File: src/rtl/tlb_fa.sv
module tlb_fa #(
  parameter int ENTRIES = 32,
  parameter int TAG_W   = 30,
  parameter int OFF_W   = 13,
  parameter int PPN_W   = 21
) (
  input  logic                     clk,
  input  logic                     rst_n,
  input  logic                     lk_req,
  input  logic [TAG_W+OFF_W-1:0]   lk_vaddr,
  input  logic                     lk_write,
  input  logic                     lk_super,
  input  logic                     fill_en,
  input  logic [TAG_W-1:0]         fill_tag,
  input  logic [PPN_W-1:0]         fill_ppn,
  input  logic [1:0]               fill_rd,
  input  logic [1:0]               fill_wr,
  input  logic                     flush_all,
  input  logic                     inv_en,
  input  logic [TAG_W-1:0]         inv_tag,
  output logic                     rsp_hit,
  output logic                     rsp_miss,
  output logic                     rsp_fault,
  output logic [PPN_W+OFF_W-1:0]   rsp_paddr
);

  localparam int IDX_W = $clog2(ENTRIES);
  localparam int VA_W  = TAG_W + OFF_W;
  localparam int PA_W  = PPN_W + OFF_W;

  function automatic logic [IDX_W-1:0] tap_mask();
    case (IDX_W)
      2:       return IDX_W'(8'b0000_0011);
      3:       return IDX_W'(8'b0000_0110);
      4:       return IDX_W'(8'b0000_1100);
      5:       return IDX_W'(8'b0001_0100);
      6:       return IDX_W'(8'b0011_0000);
      7:       return IDX_W'(8'b0110_0000);
      default: return IDX_W'(8'b1011_1000);
    endcase
  endfunction

  localparam logic [IDX_W-1:0] TAPS = tap_mask();

  logic [TAG_W-1:0] tag_q [ENTRIES];
  logic [PPN_W-1:0] ppn_q [ENTRIES];
  logic [1:0]       rd_q  [ENTRIES];
  logic [1:0]       wr_q  [ENTRIES];
  logic [ENTRIES-1:0] valid_q;

  logic [IDX_W-1:0] lfsr_q, last_q, victim;
  logic [ENTRIES-1:0] match;
  logic [PPN_W-1:0] sel_ppn;
  logic [1:0] sel_rd, sel_wr, field;
  logic single, allowed, do_fill;

  wire [TAG_W-1:0] vpn = lk_vaddr[VA_W-1:OFF_W];
  wire [OFF_W-1:0] off = lk_vaddr[OFF_W-1:0];

  genvar gi;
  generate
    for (gi = 0; gi < ENTRIES; gi++) begin : g_cmp
      assign match[gi] = valid_q[gi] && (tag_q[gi] == vpn);
    end
  endgenerate

  always_comb begin
    sel_ppn = '0;
    sel_rd  = '0;
    sel_wr  = '0;
    for (int i = 0; i < ENTRIES; i++) begin
      if (match[i]) begin
        sel_ppn = sel_ppn | ppn_q[i];
        sel_rd  = sel_rd  | rd_q[i];
        sel_wr  = sel_wr  | wr_q[i];
      end
    end
  end

  assign single  = (|match) && ((match & (match - 1'b1)) == '0);
  assign field   = lk_write ? sel_wr : sel_rd;
  assign allowed = lk_super ? field[0] : field[1];
  assign victim  = (lfsr_q == last_q) ? lfsr_q + 1'b1 : lfsr_q;
  assign do_fill = fill_en && !flush_all;

  always_ff @(posedge clk) begin
    if (!rst_n) begin
      rsp_hit   <= 1'b0;
      rsp_miss  <= 1'b0;
      rsp_fault <= 1'b0;
      rsp_paddr <= '0;
    end else begin
      rsp_hit   <= lk_req && single && allowed;
      rsp_fault <= lk_req && single && !allowed;
      rsp_miss  <= lk_req && !single;
      rsp_paddr <= (lk_req && single && allowed) ? {sel_ppn, off} : '0;
    end
  end

  always_ff @(posedge clk) begin
    if (!rst_n) begin
      lfsr_q <= IDX_W'(1);
      last_q <= '0;
    end else begin
      lfsr_q <= (lfsr_q >> 1) ^ (lfsr_q[0] ? TAPS : '0);
      if (do_fill) last_q <= victim;
    end
  end

  always_ff @(posedge clk) begin
    if (!rst_n) begin
      valid_q <= '0;
    end else if (flush_all) begin
      valid_q <= '0;
    end else begin
      for (int i = 0; i < ENTRIES; i++)
        if (inv_en && tag_q[i] == inv_tag) valid_q[i] <= 1'b0;
      if (fill_en) valid_q[victim] <= 1'b1;
    end
  end

  always_ff @(posedge clk) begin
    if (do_fill) begin
      tag_q[victim] <= fill_tag;
      ppn_q[victim] <= fill_ppn;
      rd_q[victim]  <= fill_rd;
      wr_q[victim]  <= fill_wr;
    end
  end

  a_r3_one_outcome: assert property (@(posedge clk) disable iff (!rst_n)
    $onehot0({rsp_hit, rsp_miss, rsp_fault}));

  a_r3_idle_quiet: assert property (@(posedge clk) disable iff (!rst_n)
    !$past(lk_req) |-> !(rsp_hit || rsp_miss || rsp_fault) && rsp_paddr == '0);

  a_r3_req_answers: assert property (@(posedge clk) disable iff (!rst_n)
    lk_req |=> (rsp_hit || rsp_miss || rsp_fault));

  a_r4_no_addr_unless_hit: assert property (@(posedge clk) disable iff (!rst_n)
    !rsp_hit |-> rsp_paddr == PA_W'(0));

  a_r6_flush_empties: assert property (@(posedge clk) disable iff (!rst_n)
    flush_all |=> valid_q == '0);

  a_r8_new_slot: assert property (@(posedge clk) disable iff (!rst_n)
    (fill_en && !flush_all) |=> last_q != $past(last_q));

endmodule

File: config.mk
export PLATFORM = sky130hd
export DESIGN_NAME = tlb_fa
export DESIGN_NICKNAME = d
export VERILOG_FILES = /design/src/rtl/tlb_fa.sv
export SDC_FILE = /design/constraint.sdc
export NUM_CORES = 2
export LEC_CHECK = 0
export BUFFER_PORTS_ARGS = -buffer_cell sky130_fd_sc_hd__clkbuf_2
export CORE_MARGIN = 10
export CORE_UTILIZATION = 35
export DETAILED_ROUTE_END_ITERATION = 16
export MAX_ROUTING_LAYER = met4
export PLACE_DENSITY = 0.61
export SLEW_MARGIN = 20
export SYNTH_ARGS = -nofsm -noshare
export SYNTH_HDL_FRONTEND = slang
export SYNTH_SLANG_ARGS = --single-unit
File: constraint.sdc
create_clock -name clk -period 5.1 [get_ports clk]
set_clock_uncertainty 0.2 [all_clocks]
set_input_delay 0.255 -clock clk [delete_from_list [all_inputs] [get_ports clk]]
set_output_delay 0.255 -clock clk [all_outputs]
set_load 0.03 [all_outputs]
==> results.yml <==
sta:
  setup_viol: 0
  rsz0062_at_grt: "no"
  finalWorstSetupSlack_ps: 663
  min_period_ps: 4440
  drv_slew: 0
  max_freq_mhz: 225
  timing.final.crit_share: 0.870
  finalHoldViolations: 0
  relSlewSlack: 0.160
  finalSetupTns_ps: 0
  tightest_slew_ps: 1260
drt:
  vias: 58100
  postRouteAntennaNets: 0
  wire_per_inst_um: 38.0
  routed_wl_mm: 357
  first_iter_violations: 11800
  vias_per_cell: 6.19
  drt_pass1_iterations: 8
  remaining_drc_errors: 0
cts:
  cts_buffers: 188
  clk_latency_ps: 880
  clock_path_buffers: 3
  post_cts_buffers: 0
  cts_resized: 0
  htree_levels: 4
  cts.clk_slew.worst_paths_ps: 60
  cts_tree: "yes"
  cts_sinks: 1839
  cts_root_buffer: "clkbuf_16"
  holdBufCountCts: 83
logic_synthesis:
  synth_edf_count: 1760
  synth.avg_cell_area_um2: 14.9
  ys_ff_latch: 1839
  synthArstFlopShare: 0
  syn_area_um2: 84300
  synth_nets: 5803
  synthDistinctLibCells: 69
  synthFlopType: "edfxtp_1"
  syn_inst: 5666
  yosysSeqAreaShare: 0.646
  ys.warnings.count: 0
power:
  swShare: 0.247
  ir_worst_vdd_uv: 287
  leakagePower_nw: 29.6
  seqPwrFrac: 0.498
  power.internal_w: 0.0252
  p_switching_w: 0.00827
  combPwrFrac: 0.081
  pwr-share-clk: 0.421
  powerDensity_nw_per_um2: 346
placement:
  place_congestion: 0.949
  post-place-ws_ps: 275
  io_buffers: 172
  dp_hpwl_mm: 203
critical_path:
  r2r_slack_ps: 660
  worst-r2r-cell-count: 12
  timing.rr.start: "tag_q[31][23]$_DFFE_PP_"
  crit_arrival_ps: 4970
  startpoint_type: "register"
  cp_max_fo: 34
  critPathKind: "reg -> reg"
  cp-end-kind: "register"
  r2r-end: "rsp_paddr[17]$_SDFF_PN0_"
  required_ps: 5630
grt:
  gr-total-overflow: 0
  antenna_found_initial: 36
  grt_use_total: 0.268
  first_global_vias: 55100
  grt_max_degree: 56
  grt_pass1_wl_mm: 475
run:
  maxCapViolCount: 0
worst_hold_path:
  hold_start: "lk_super"
  min_path_cells: 5
  hp-class: "in -> reg"
  min_to: "rsp_paddr[19]$_SDFF_PN0_"
floorplan:
  ios: 173
  initial_core_util: 0.351
  rows: 180
  die_x_um: 511
  coreArea_um2: 240000
  fp.dieH_um: 511
  dieArea_um2: 261000
status:
  status: "finished clean"
final_layout:
  fillCellCount: 22000
  syn2layout_area_growth_pct: 15.0
  final_nets: 6164
  drive_above_1_share: 0.138
==> how the worst max path moves through the flow <==
stage                            startpoint                  endpoint  slack, ps
finish              tag_q[31][23]$_DFFE_PP_  rsp_paddr[17]$_SDFF_PN0_        660
global route           lfsr_q[2]$_SDFF_PN0_    ppn_q[18][7]$_DFFE_PP_        620
CTS                 tag_q[31][23]$_DFFE_PP_  rsp_paddr[17]$_SDFF_PN0_        790
detailed placement             lk_vaddr[30]  rsp_paddr[20]$_SDFF_PN0_        270
global placement               lk_vaddr[30]  rsp_paddr[20]$_SDFF_PN0_        320
floorplan              lfsr_q[0]$_SDFF_PN1_    ppn_q[10][0]$_DFFE_PP_        -30
==> synth_stat cells, types with 42 or more instances <==
cell type / count / area (um^2)
edfxtp_1: 1760 / 52900
xnor2_1: 1528 / 13400
nand4_1: 429 / 2680
xor2_1: 403 / 3530
nor4_1: 201 / 1260
a22oi_1: 185 / 1390
nand3_1: 132 / 661
clkbuf_1: 113 / 424
buf_1: 98 / 368
nor2_1: 85 / 319
a22o_1: 81 / 709
a221oi_1: 79 / 692
dfxtp_1: 79 / 1580
nand2_1: 45 / 169
a222oi_1: 42 / 420
buf_2: 42 / 210
buf_4: 42 / 315
==> logic make-up after synthesis <==
group           after synthesis  synth area share
compound gates              461            0.0458
xor+xnor                   1931             0.201
fa+ha+maj                     3          0.000386
simple gates               1036            0.0751
flops                      1839             0.646
buf+inv                     392            0.0315
mux                           4          0.000475
==> worst max-delay path, cell delays in order, from the launching register on <==
cell	delay [ps]
edfxtp_1	420
xnor2_1	280
nand4_1	120
nor4_1	1020
and2_2	390
buf_4	380
or2_2	220
a21oi_1	60
a21oi_1	170
a211oi_1	110
o22ai_4	440
buf_12	320
nor4b_1	110
==> routing by layer <==
| metal | up-vias | GRT usage | part of all wire |
|---|---|---|---|
| li1 | 22100 | - | - |
| met1 | 29300 | 0.351 | 0.36 |
| met2 | 5515 | 0.388 | 0.43 |
| met3 | 1219 | 0.0651 | 0.15 |
| met4 | 0 | 0.132 | 0.061 |
| met5 | - | - | 0 |
==> placed cells by master (no fill, tap or decap), types with 27 or more instances in the layout <==
cell type,n
a221oi_1,79
a222oi_1,42
a22o_1,81
a22oi_1,185
buf_12,49
buf_4,298
clkbuf_1,50
clkbuf_16,188
clkbuf_2,111
clkinv_1,27
clkinv_2,30
dfxtp_1,79
dlygate4sd3_1,84
edfxtp_1,1760
nand2_1,45
nand3_1,132
nand4_1,429
nor2_1,50
nor2_4,32
nor4_1,200
nor4_2,32
xnor2_1,1528
xor2_1,403
==> through the flow <==
| stage | power [W] | instance area, um^2 | utilization | std cells | hold slack, ps |
|---|---|---|---|---|---|
| 2_1_floorplan | 0.0182 | 84300 | - | 5666 | 154 |
| 3_3_place_gp | 0.0195 | 89800 | 0.374 | 8937 | 278 |
| 3_5_place_dp | 0.0195 | 89800 | 0.374 | 8937 | 284 |
| 4_1_cts | 0.0334 | 96800 | 0.403 | 9369 | 6.94 |
| 5_1_grt | 0.0341 | 96900 | 0.404 | 9382 | 13.6 |
| 6_report | 0.0335 | 96900 | 0.404 | 9390 | 42.0 |
==> registers in the layout (all words and copies together), names as in the netlist, 5 cells and up <==
register / cells
lfsr_q: 5
rd_q: 64
rsp_paddr: 34
wr_q: 64
last_q: 5
valid_q: 32
ppn_q: 672
tag_q: 960
==> power groups by stage <==
stage / Clock (W) / Combinational (W) / Sequential, W
4_1_cts: 0.0141 / 0.00256 / 0.0167
2_1_floorplan: 0 / 0.00124 / 0.0170
6_report: 0.0141 / 0.00270 / 0.0167
5_1_grt: 0.0148 / 0.00266 / 0.0167
3_3_place_gp: 0 / 0.00250 / 0.0170
3_5_place_dp: 0 / 0.00250 / 0.0170
==> area by class of cell <==
class | instances | area (um^2) | area share
flip-flops and latches | 1839 | 54400 | 0.562
multi-input cells | 3435 | 27500 | 0.284
clock buffers | 256 | 5140 | 0.0530
repair buffers | 544 | 4650 | 0.0479
well taps | 3185 | 3990 | 0.0411
clock inverters | 93 | 1110 | 0.0115
inverters | 19 | 71.3 | 0.000736
diodes | 19 | 47.5 | 0.000490
(Power assumes the default switching activity.)
